[src/rtl/acq_pkg.sv]
package acq_pkg;
    localparam int REG_W  = 32;
    localparam int ADDR_W = 3;

    typedef enum logic [ADDR_W-1:0] {
        ADR_CTRL = 3'd0,
        ADR_LIST = 3'd1,
        ADR_DIV  = 3'd2,
        ADR_STAT = 3'd3,
        ADR_IEN  = 3'd4,
        ADR_OFS  = 3'd5
    } reg_sel_e;

    localparam int RUN_BIT  = 0;
    localparam int LAST_LSB = 4;
    localparam int OVR_BIT  = 8;

    // events raised by the scan engine toward the register file
    typedef struct packed {
        logic wrap;
        logic ovr;
    } scan_evt_t;

    function automatic logic sel_hit(input logic [ADDR_W-1:0] a, input reg_sel_e s);
        return a == s;
    endfunction
endpackage

[src/rtl/acq_pacer.sv]
module acq_pacer #(
    parameter int DIV_W = 32
) (
    input  logic             clk,
    input  logic             rst,
    input  logic             run,
    input  logic             start,
    input  logic [DIV_W-1:0] div,
    output logic             trig
);
    logic [DIV_W-1:0] cnt_q;

    assign trig = run && !start && (cnt_q == div);

    always_ff @(posedge clk) begin
        if (rst) begin
            cnt_q <= '0;
        end else if (!run || start || trig) begin
            cnt_q <= '0;
        end else begin
            cnt_q <= cnt_q + 1'b1;
        end
    end
endmodule

[src/rtl/acq_scan.sv]
module acq_scan
    import acq_pkg::*;
#(
    parameter int NUM_CH  = 8,
    parameter int CH_W    = 3,
    parameter int GAP_CYC = 400,
    parameter int OFS_W   = 12
) (
    input  logic                   clk,
    input  logic                   rst,
    input  logic                   run,
    input  logic                   start,
    input  logic                   trig,
    input  logic                   div_zero,
    input  logic [CH_W-1:0]        last,
    input  logic [NUM_CH*CH_W-1:0] list,
    input  logic                   conv_done,
    output logic                   conv_req,
    output logic [CH_W-1:0]        conv_ch,
    output logic [OFS_W-1:0]       ofs,
    output scan_evt_t              evt
);
    localparam int GAP_W = $clog2(GAP_CYC + 1);
    localparam logic [GAP_W-1:0] GAP_LOAD = GAP_W'(GAP_CYC - 1);

    logic              busy_q, wait_q;
    logic [CH_W-1:0]   idx_q;
    logic [GAP_W-1:0]  gap_q;
    logic              active, issue, finish;

    assign active = run && !start;
    assign issue  = active && busy_q && !wait_q && (gap_q == '0);
    assign finish = active && busy_q && wait_q && conv_done && (idx_q == last);

    // spacing counter survives stop/start so the sample ceiling always holds
    always_ff @(posedge clk) begin
        if (rst) begin
            gap_q <= '0;
        end else if (issue) begin
            gap_q <= GAP_LOAD;
        end else if (gap_q != '0) begin
            gap_q <= gap_q - 1'b1;
        end
    end

    always_ff @(posedge clk) begin
        if (rst) begin
            busy_q   <= 1'b0;
            wait_q   <= 1'b0;
            idx_q    <= '0;
            conv_req <= 1'b0;
            conv_ch  <= '0;
            evt      <= '0;
        end else begin
            conv_req <= issue;
            evt.ovr  <= active && trig && busy_q && !div_zero;
            evt.wrap <= finish && (&ofs);
            if (!active) begin
                busy_q <= 1'b0;
                wait_q <= 1'b0;
                idx_q  <= '0;
            end else begin
                if (trig && !busy_q) begin
                    busy_q <= 1'b1;
                    idx_q  <= '0;
                end
                if (issue) begin
                    conv_ch <= list[idx_q*CH_W +: CH_W];
                    wait_q  <= 1'b1;
                end
                if (busy_q && wait_q && conv_done) begin
                    wait_q <= 1'b0;
                    if (idx_q == last) begin
                        busy_q <= 1'b0;
                    end else begin
                        idx_q <= idx_q + 1'b1;
                    end
                end
            end
        end
    end

    always_ff @(posedge clk) begin
        if (rst) begin
            ofs <= '0;
        end else if (finish) begin
            ofs <= ofs + 1'b1;
        end
    end
endmodule

[src/rtl/acq_regs.sv]
module acq_regs
    import acq_pkg::*;
#(
    parameter int NUM_CH = 8,
    parameter int CH_W   = 3,
    parameter int DIV_W  = 32,
    parameter int OFS_W  = 12
) (
    input  logic                   clk,
    input  logic                   rst,
    input  logic                   reg_wr,
    input  logic [ADDR_W-1:0]      reg_addr,
    input  logic [REG_W-1:0]       reg_wdata,
    output logic [REG_W-1:0]       reg_rdata,
    input  logic [OFS_W-1:0]       ofs,
    input  scan_evt_t              evt,
    output logic                   run,
    output logic                   start,
    output logic [CH_W-1:0]        last,
    output logic [NUM_CH*CH_W-1:0] list,
    output logic [DIV_W-1:0]       div,
    output logic                   irq
);
    localparam int LIST_W = NUM_CH * CH_W;

    logic [NUM_CH-1:0] stat_q, ien_q, set_mask, clr_mask;
    logic              ovr_q;
    logic              wr_ctrl, wr_list, wr_div, wr_stat, wr_ien;
    logic              unused_bits;

    assign unused_bits = ^reg_wdata;

    assign wr_ctrl = reg_wr && sel_hit(reg_addr, ADR_CTRL);
    assign wr_list = reg_wr && sel_hit(reg_addr, ADR_LIST);
    assign wr_div  = reg_wr && sel_hit(reg_addr, ADR_DIV);
    assign wr_stat = reg_wr && sel_hit(reg_addr, ADR_STAT);
    assign wr_ien  = reg_wr && sel_hit(reg_addr, ADR_IEN);
    assign start   = wr_ctrl && reg_wdata[RUN_BIT] && !run;

    always_comb begin
        set_mask = '0;
        for (int k = 0; k < NUM_CH; k++) begin
            if (k <= int'(last)) set_mask[list[k*CH_W +: CH_W]] = 1'b1;
        end
    end

    assign clr_mask = wr_stat ? reg_wdata[NUM_CH-1:0] : '0;

    always_ff @(posedge clk) begin
        if (rst) begin
            run    <= 1'b0;
            last   <= '0;
            list   <= '0;
            div    <= '0;
            ien_q  <= '0;
            stat_q <= '0;
            ovr_q  <= 1'b0;
        end else begin
            if (wr_ctrl) begin
                run  <= reg_wdata[RUN_BIT];
                last <= reg_wdata[LAST_LSB +: CH_W];
            end
            if (wr_list) list <= reg_wdata[LIST_W-1:0];
            if (wr_div && !run) div <= reg_wdata[DIV_W-1:0];
            if (wr_ien) ien_q <= reg_wdata[NUM_CH-1:0];
            stat_q <= (stat_q & ~clr_mask) | (evt.wrap ? set_mask : '0);
            ovr_q  <= (ovr_q & !(wr_stat && reg_wdata[OVR_BIT])) | evt.ovr;
        end
    end

    always_comb begin
        reg_rdata = '0;
        case (reg_addr)
            ADR_CTRL: begin
                reg_rdata[RUN_BIT] = run;
                reg_rdata[LAST_LSB +: CH_W] = last;
            end
            ADR_LIST: reg_rdata[LIST_W-1:0] = list;
            ADR_DIV:  reg_rdata[DIV_W-1:0] = div;
            ADR_STAT: begin
                reg_rdata[NUM_CH-1:0] = stat_q;
                reg_rdata[OVR_BIT] = ovr_q;
            end
            ADR_IEN:  reg_rdata[NUM_CH-1:0] = ien_q;
            ADR_OFS:  reg_rdata[OFS_W-1:0] = ofs;
            default:  reg_rdata = '0;
        endcase
    end

    assign irq = |(stat_q & ien_q);
endmodule

[src/rtl/acq_sequencer.sv]
module acq_sequencer
    import acq_pkg::*;
#(
    parameter int NUM_CH  = 8,
    parameter int DIV_W   = 32,
    parameter int GAP_CYC = 400,
    parameter int OFS_W   = 12,
    localparam int CH_W   = $clog2(NUM_CH)
) (
    input  logic               clk,
    input  logic               rst,
    input  logic               reg_wr,
    input  logic [2:0]         reg_addr,
    input  logic [31:0]        reg_wdata,
    output logic [31:0]        reg_rdata,
    output logic               conv_req,
    output logic [CH_W-1:0]    conv_ch,
    input  logic               conv_done,
    output logic [OFS_W-1:0]   buf_offset,
    output logic               irq
);
    logic                   run_w, start_w, trig_w;
    logic [CH_W-1:0]        last_w;
    logic [NUM_CH*CH_W-1:0] list_w;
    logic [DIV_W-1:0]       div_w;
    scan_evt_t              evt_w;

    acq_regs #(.NUM_CH(NUM_CH), .CH_W(CH_W), .DIV_W(DIV_W), .OFS_W(OFS_W)) u_regs (
        .clk(clk), .rst(rst),
        .reg_wr(reg_wr), .reg_addr(reg_addr), .reg_wdata(reg_wdata), .reg_rdata(reg_rdata),
        .ofs(buf_offset), .evt(evt_w),
        .run(run_w), .start(start_w), .last(last_w), .list(list_w), .div(div_w), .irq(irq)
    );

    acq_pacer #(.DIV_W(DIV_W)) u_pacer (
        .clk(clk), .rst(rst), .run(run_w), .start(start_w), .div(div_w), .trig(trig_w)
    );

    acq_scan #(.NUM_CH(NUM_CH), .CH_W(CH_W), .GAP_CYC(GAP_CYC), .OFS_W(OFS_W)) u_scan (
        .clk(clk), .rst(rst), .run(run_w), .start(start_w), .trig(trig_w),
        .div_zero(div_w == '0), .last(last_w), .list(list_w),
        .conv_done(conv_done), .conv_req(conv_req), .conv_ch(conv_ch),
        .ofs(buf_offset), .evt(evt_w)
    );
endmodule

[config.mk]
export PLATFORM = sky130hd
export DESIGN_NAME = acq_sequencer
export DESIGN_NICKNAME = d
export VERILOG_FILES = /design/src/rtl/acq_pkg.sv /design/src/rtl/acq_pacer.sv /design/src/rtl/acq_scan.sv /design/src/rtl/acq_regs.sv /design/src/rtl/acq_sequencer.sv
export SDC_FILE = /design/constraint.sdc
export NUM_CORES = 1
export LEC_CHECK = 0
export BUFFER_PORTS_ARGS = -buffer_cell sky130_fd_sc_hd__buf_2
export CORE_AREA = 2 2 207 128
export DETAILED_ROUTE_END_ITERATION = 10
export DIE_AREA = 0 0 209 130
export PLACE_DENSITY_LB_ADDON = 0.2
export SLEW_MARGIN = 10
export SYNTH_ARGS = -nofsm -noshare
export SYNTH_HDL_FRONTEND = slang
export SYNTH_SLANG_ARGS = --single-unit
[constraint.sdc]
create_clock -name clk -period 4.03 [get_ports clk]
set_input_delay 0.2015 -clock clk [delete_from_list [all_inputs] [get_ports clk]]
set_output_delay 0.2015 -clock clk [all_outputs]
set_load 0.01 [all_outputs]
==> results of run 1 <==
==> layout by cell type, fill, tap and decap left out, types with 16 or more instances in the layout <==
master	synthesis	final
mux2i_1	18	18
a21oi_1	90	90
nand2_1	174	174
xor2_1	61	61
buf_2	9	86
nor2_1	78	78
clkbuf_16	0	17
dfxtp_1	141	141
a22oi_1	24	24
o21ai_0	22	22
nand4_1	26	26
nand2b_1	16	16
nor4_1	20	19
nand3_1	23	23
==> worst max-delay path, cell delays in order <==
cell     delay, ns
buf_2         0.48
nor2b_2       0.80
buf_4         0.31
a22oi_1       0.08
nor2_1        0.16
buf_2         0.16
==> power by group <==
part	internal [µW]	switching [µW]	total [µW]
logic	153	230	384
clock network	1000	639	1640
registers	1440	59.0	1500
==> state kept, by name (all words and copies together), names as in the netlist, 2 cells and up <==
register and flops:
u_scan.evt 2, u_regs.ien_q 8, u_scan.conv_ch 3, u_scan.idx_q 3
u_regs.last 3, u_scan.gap_q 9, u_pacer.cnt_q 32, u_regs.list 24
u_regs.div 32, u_scan.ofs 12, u_regs.stat_q 8
==> routing by layer <==
| metal | vias up | share of wire (%) | track usage [%] |
|---|---|---|---|
| met5 | - | 0 | 0 |
| met4 | 0 | 0.84 | 4.24 |
| met3 | 16 | 7.1 | 4.81 |
| met2 | 263 | 37 | 24.8 |
| met1 | 3445 | 55 | 31.5 |
| li1 | 3441 | - | - |
==> final timing paths <==
kind	startpoint	end	cells after the start
worst min-delay path	reg_wdata[29]	u_regs.div[29]	3
worst max register to register	u_regs.last[2]	u_regs.stat_q[3]	4
worst max-delay path	reg_addr[0]	reg_rdata[14]	6
worst min register to register	u_regs.ien_q[1]	u_regs.ien_q[1]	2
==> repair_timing <==
item	4_1_cts	5_1_grt
hold buffers	5	0
hold endpoints to repair	5	0
resized for setup	0	0
buffers inserted	0	0
==> cell type report <==
| class | count | area, µm² |
|---|---|---|
| Tap cell | 336 | 420 |
| Sequential cell | 141 | 2820 |
| Fill cell | 2713 | 16800 |
| Inverter | 11 | 41.3 |
| Clock buffer | 20 | 457 |
| Clock inverter | 11 | 143 |
| Multi-Input combinational cell | 721 | 4350 |
| Timing Repair Buffer | 99 | 541 |
==> cells by family after synthesis <==
kind of cell             synth area share (%)
AND/OR/NAND/NOR                          27.8
AO/OA/AOI/OAI                            16.3
flip-flops                               37.9
buffers and inverters                    4.04
XOR/XNOR                                 8.10
multiplexers                             5.29
adder cells (fa/ha/maj)                 0.671
==> through the flow <==
step                hold slack [ns]  util (%)  cell area [µm²]  std cells
global route                 0.0121      34.3             8780       1339
detailed placement            0.456      31.7             8130       1303
finish                       0.0229      34.3             8780       1339
global placement              0.446      31.7             8130       1303
floorplan                     0.337         -             7460        937
CTS                         0.00389      34.3             8780       1339
==> metrics.cfg, run 1 <==
[drt]
num_vias=7165
ant_nets=0
drt_iter0_drc=693
avgViaCountPerCell=5.35
drc=0
drt_pre_antenna_iters=6
wire_per_inst_um=19.5
totalWireLength_um=26100

[critical_path]
cp_max_fo=28
crit_arrival_ns=2.22
critPathRequiredTime_ns=3.83
crit_type=in -> out
cp-end-kind=primary output
start_kind=input pin
r2r_setup_slack_ns=1.63

[power_and_ir_drop]
vdd_drop_max_mv=0.276
p_leak_uw=0.00330
p_per_area_mw_per_mm2=401
total_power_uw=3520

[timing]
period_needed_ns=2.42
finalCritPeriodShare_pct=60.1
setup_slack_ns=1.61
fin_tns_setup_ns=0
setup_viol=0
skew_ns=0.00994
hold_viol_final=0
grt_setup_unrepaired=no
max-slew-margin-rel_pct=21.3
worstMarginPinSlew_ns=1.18
maxSlewViolCount=0
fmax_mhz=413

[hold_path]
min_path_type=in -> reg

[clock_network]
root_buffer=clkbuf_16
cts_made_buffers=17
clk_pin_slew_worst_paths_ns=0.06
insertion_delay_ns=0.43
clock_path_buffers=2
clock-sinks=141
cts-htree-levels=4
cts_tree=yes

[finish]
drive_gt1_share_pct=15.2
n_antenna_cell=0
area_growth_pct=17.7
nets=1034

[run_status]
status=finished clean

[die]
placementRows=46
design.core.area_mm2=0.0256
start_util_pct=29.1
die_area_mm2=0.0272
die_h_um=130
io-pin-count=88
die_x_um=209

[grt]
grt_max_degree=57
grt_usage_pct=19.5
antenna_found_initial=0
grt_pass1_wl_um=40100
grt_pass1_vias=6398
grt_overflow=0

[yosys]
post_synth_instance_area_mm2=0.00746
ys_top_cells_by_area=dfxtp_1 (38%), nand2_1 (8.8%), xor2_1 (7.2%), a21oi_1 (6.0%), nor2_1 (3.9%)
synthCells=937
syn_nets=980
synthTopCellsByCount=nand2_1 (174), dfxtp_1 (141), a21oi_1 (90), nor2_1 (78), xor2_1 (61)
synth_edf_count=0
ys_ff_latch=141
ys_async_sr_fraction_pct=0
yosysTopAreaCellShare_pct=37.9
synth.most_common_cell=nand2_1
ys_seq_area_share_pct=37.9
avgSynthCellArea_um2=7.96
yosys.cell_types.count=65
synth_largest_area_cell=dfxtp_1
ys.flop_type=dfxtp_1
ys.warnings.count=0

[placement]
place.gp.congestion=0.949
pre_cts_ws_ns=1.63
dp_hpwl_um=19200
io_buffers=87

[job]
maxCapViolations=0

Power figures use the tool's default switching activity.
==> run 2: changes to the inputs <==
==> constraint.sdc (replaced) <==
create_clock -name clk -period 2.23 [get_ports clk]
set_input_delay 0.1115 -clock clk [delete_from_list [all_inputs] [get_ports clk]]
set_output_delay 0.1115 -clock clk [all_outputs]
set_load 0.01 [all_outputs]
==> run 2 against run 1 <==
Power increased by 78%. Clock power increased by 70%. Hold slack got worse by 0.0082 ns. Count of clock-buffer cells in the layout increased by 5. Critical path type is now reg -> reg.
==> metrics.cfg, run 2 (same netlist as run 1, synthesis figures left out) <==
[run_status]
status=finished clean

[clock_network]
root_buffer=clkbuf_16
clk_pin_slew_worst_paths_ns=0.06
clock_path_buffers=2
post-cts-setup-buffer-count=0
cts-htree-levels=4
cts_made_buffers=17
cts_tree=yes
insertion_delay_ns=0.44
clock-sinks=141

[critical_path]
start_kind=flop
r2r_setup_slack_ns=0.04
cp-end-kind=flop
crit_type=reg -> reg
slowest_stage=o41ai_1
cpPeakStageDelay_ns=0.72
critPathRequiredTime_ns=2.51
timing.rr.start=u_regs.last[1]
path_buf_inv=2
critPathTopFamily=compound AO/OA/AOI/OAI gates
critical_path.startpoint=u_regs.last[1]
cp_max_fo=9
crit_top_cell=buf_4
crit_arrival_ns=2.47
crit_chain=buf_4, o31ai_1, buf_4, o22ai_1, o41ai_1, a21oi_1

[placement]
placed_area_mm2=0.00852
dp_hpwl_um=20300
place.gp.congestion=0.910
io_buffers=87
placed_cells=1352

[finish]
finalInstanceArea_mm2=0.00939
nets=1108
layout_common_cells=nand2_1 (174), dfxtp_1 (140), a21oi_1 (90)
final_cells=1414
multi_input_area_mm2=0.00436
fill_cells=2654
drive_gt1_share_pct=18.5
reg_top3=u_pacer.cnt_q (32), u_regs.div (32), u_regs.list (24)
n_antenna_cell=0
layout_commonest_cell=nand2_1
area_growth_pct=25.9
register_area_mm2=0.00282

[drt]
avgViaCountPerCell=5.20
drc=0
num_vias=7347
totalWireLength_um=26900
wire_per_inst_um=19.0
ant_nets=0
drt_pre_antenna_iters=5
drt_iter0_drc=626

[grt]
grt_usage_pct=20.0
grt_overflow=0
grt_max_degree=34
antenna_found_initial=0
grt_pass1_vias=6635
grt_pass1_wl_um=40800

[die]
die_h_um=130
io-pin-count=88
design.core.area_mm2=0.0256
start_util_pct=29.1
placementRows=46
die_x_um=209
die_area_mm2=0.0272

[timing]
maxSlewViolCount=0
worstMarginPinSlew_ns=0.738
setup_viol=0
hold_viol_final=0
grt_setup_unrepaired=no
fmax_mhz=456
skew_ns=0.0103
period_needed_ns=2.19
max-slew-margin-rel_pct=50.1
finalCritPeriodShare_pct=98.3
fin_tns_setup_ns=0

[power_and_ir_drop]
p_leak_uw=0.00365
vdd_drop_max_mv=0.491
p_per_area_mw_per_mm2=669
total_power_uw=6280

[hold_path]
min-delay-start=reg_wdata[4]
min_path_type=in -> reg

[job]
maxCapViolations=0

-- run 2: changes by cell type in the layout (fill, tap and decap cells not counted), moves of 2 or more --
| cell | delta |
|---|---|
| buf_4 | +47 |
| clkbuf_1 | +6 |
| buf_12 | +2 |
| clkinvlp_4 | -2 |
| dlygate4sd3_1 | +25 |
-- run 2: cell type report --
cell class / instances / share of cell area, %
clock buffer: 25 / 4.96
clock inverter: 7 / 0.946
inverter: 11 / 0.440
multi-input combinational: 721 / 46.5
timing repair buffer: 173 / 12.6
sequential: 141 / 30.1
tap: 336 / 4.48
-- run 2: worst paths after layout --
path              depth (start not counted)          endpoint
setup / recovery                          6  u_regs.stat_q[5]
hold / removal                            3    u_regs.list[4]
setup reg to reg                          6  u_regs.stat_q[5]
hold reg to reg                           2  u_regs.stat_q[2]
-- run 2: metrics by stage --
| step | worst slack, ns | hold WS [ns] | util (%) |
|---|---|---|---|
| floorplan | 0.227 | 0.247 | - |
| global placement | 0.00505 | 0.358 | 33.3 |
| detailed placement | 0.0293 | 0.364 | 33.3 |
| CTS | 0.0120 | 0.000353 | 36.6 |
| global route | 0.00484 | 0.0154 | 36.7 |
| finish | 0.0375 | 0.0147 | 36.7 |
-- run 2: repair_timing --
action,in CTS,in global routing
gates resized for setup,0,3
endpoints found under the setup margin,0,8
hold endpoints to repair,59,0
hold buffers,30,0
-- run 2: routing by layer --
metal  wire (µm)  up-vias  GRT usage (%)
met5           0        -              0
met4         229        0           4.54
met3        2100       22           4.24
met2       10100      299           25.5
met1       14500     3441           32.7
li1            -     3585              -
-- run 2: where the power goes --
part	switching (µW)	internal, µW
clock network	1110	1670
registers	97.3	2600
logic	444	361
total	1650	4630
-- run 2: worst register-to-register path: stages, from the launching register on --
cell     delay, ns
dfxtp_1       0.33
buf_4         0.17
o31ai_1       0.38
buf_4         0.20
o22ai_1       0.09
o41ai_1       0.72
a21oi_1       0.15
==> run 3: changes to the inputs <==
--- a/config.mk
+++ b/config.mk
@@ -6,10 +6,11 @@
 export NUM_CORES = 1
 export LEC_CHECK = 0
 export BUFFER_PORTS_ARGS = -buffer_cell sky130_fd_sc_hd__buf_2
-export CORE_AREA = 2 2 207 128
+export CORE_AREA = 2 2 161 124
 export DETAILED_ROUTE_END_ITERATION = 10
-export DIE_AREA = 0 0 209 130
+export DIE_AREA = 0 0 163 126
 export PLACE_DENSITY_LB_ADDON = 0.2
+export REMOVE_ABC_BUFFERS = 1
 export SLEW_MARGIN = 10
 export SYNTH_ARGS = -nofsm -noshare
 export SYNTH_HDL_FRONTEND = slang
==> run 3 against run 2 <==
Non-clock buffer count is 9 lower. Critical path depth rose by 1. Global-route usage increased by 4.4 points. Critical endpoint is now u_scan.gap_q[7]. Clock skew grew 0.00083 ns. Sequential power barely moved. Critical path type unchanged. Register-to-register slack improved by 0.14 ns. Largest power group unchanged.
==> metrics.cfg, run 3 (same netlist as run 1, synthesis figures left out) <==
[finish]
final_cells=1322
layout_common_cells=nand2_1 (174), dfxtp_1 (139), a21oi_1 (90)
layout_commonest_cell=nand2_1
area_growth_pct=24.2
n_antenna_cell=0
finalInstanceArea_mm2=0.00926
fill_cells=1878
reg_top3=u_pacer.cnt_q (32), u_regs.div (32), u_regs.list (24)
nets=1099
drive_gt1_share_pct=18.4

[timing]
hold_viol_final=0
worstMarginPinSlew_ns=0.758
grt_setup_unrepaired=no
timing.hold.ws_ns=0.0162
period_needed_ns=2.06
max-slew-margin-rel_pct=49.0
maxSlewViolCount=0
skew_ns=0.0111
setup_viol=0
fmax_mhz=486
finalCritPeriodShare_pct=92.2

[die]
start_util_pct=39.3
io-pin-count=88
placementRows=44
die_area_mm2=0.0205
die_h_um=126
design.core.area_mm2=0.0190
die_x_um=163

[hold_path]
min_path_type=in -> reg

[clock_network]
cts_tree=yes
clk_pin_slew_worst_paths_ns=0.06
cts-htree-levels=4
insertion_delay_ns=0.43
cts_made_buffers=17
root_buffer=clkbuf_16
clock-sinks=141
clock_path_buffers=2

[drt]
drt_iter0_drc=712
totalWireLength_um=24500
num_vias=7361
drt_pre_antenna_iters=5
wire_per_inst_um=18.6
avgViaCountPerCell=5.57
drc=0
ant_nets=0

[grt]
grt_overflow=0
grt_pass1_wl_um=38400
grt_max_degree=105
grt_pass1_vias=6689
grt_usage_pct=24.4
antenna_found_initial=0

[critical_path]
crit_chain=inv_1, ha_1, or4b_4, or3_4, nor2_8, a211oi_2, a311oi_1
cpPeakStageDelay_ns=0.50
critPathRequiredTime_ns=2.56
cp-end-kind=flop
crit_arrival_ns=2.39
crit_type=reg -> reg
cp_max_fo=9
start_kind=flop
slowest_stage=or4b_4

[placement]
placed_cells=1261
placed_area_mm2=0.00835
dp_hpwl_um=17500
io_buffers=87
place.gp.congestion=0.919

[job]
maxCapViolations=0

[power_and_ir_drop]
p_per_area_mw_per_mm2=696
p_leak_uw=0.00362
vdd_drop_max_mv=0.435

[run_status]
status=finished clean

run 3: changes by cell type in the layout (fill, tap and decap cells not counted), moves of 2 or more:
cell and delta:
clkinv_2 -2, clkbuf_1 -7, buf_4 -8, clkinvlp_4 +5
run 3: power by group:
part           leakage (µW)  switching, µW  internal, µW
clock              0.000288           1160          1820
combinational       0.00219            430           344
sequential          0.00114           94.5          2600
run 3: stage by stage:
stage	utilization, %	TNS [ns]	setup WS (ns)	total power, µW
4_1_cts	48.7	0	0.0242	6480
5_1_grt	48.8	0	0.00690	6700
3_5_place_dp	44.0	0	0.0430	3470
3_3_place_gp	44.0	0	0.0681	3460
2_1_floorplan	-	-38.01	-1.10	3170
6_report	48.8	0	0.174	6450
run 3: layer usage:
metal / GRT usage [%] / wire [µm]
met5: 0 / 0
met2: 33.1 / 9930
met3: 4.22 / 1530
met1: 38.7 / 12700
met4: 7.08 / 369
run 3: layout make-up:
| type | instances | area (µm²) | area share (%) |
|---|---|---|---|
| flip-flops and latches | 141 | 2830 | 30.5 |
| multi-input cells | 721 | 4350 | 47.0 |
| well taps | 253 | 317 | 3.42 |
| clock inverters | 13 | 164 | 1.77 |
| inverters | 11 | 41.3 | 0.446 |
| repair buffers | 164 | 1110 | 12.0 |
| clock buffers | 19 | 453 | 4.89 |
run 3: path summary, 6_finish.rpt:
check                  startpoint               to  slack [ns]  depth (start not counted)
setup / recovery  u_scan.gap_q[0]  u_scan.gap_q[7]        0.17                          7
hold / removal       reg_wdata[0]  u_regs.ien_q[0]        0.02                          3
setup reg to reg  u_scan.gap_q[0]  u_scan.gap_q[7]        0.17                          7
hold reg to reg     u_scan.evt[0]     u_regs.ovr_q        0.45                          2
run 3: what timing repair did:
item / CTS / global route
endpoints found under the setup margin: 0 / 8
hold endpoints to repair: 53 / 0
resized for setup: 0 / 3
hold buffers: 29 / 0
setup buffers: 0 / 0
run 3: worst max-delay path: cells and delay by family (launching register included):
kind	cells	cell delay (ns)
compound gates	2	0.30
simple gates	3	1.07
flops	1	0.33
fa+ha+maj	1	0.19
buf+inv	1	0.06
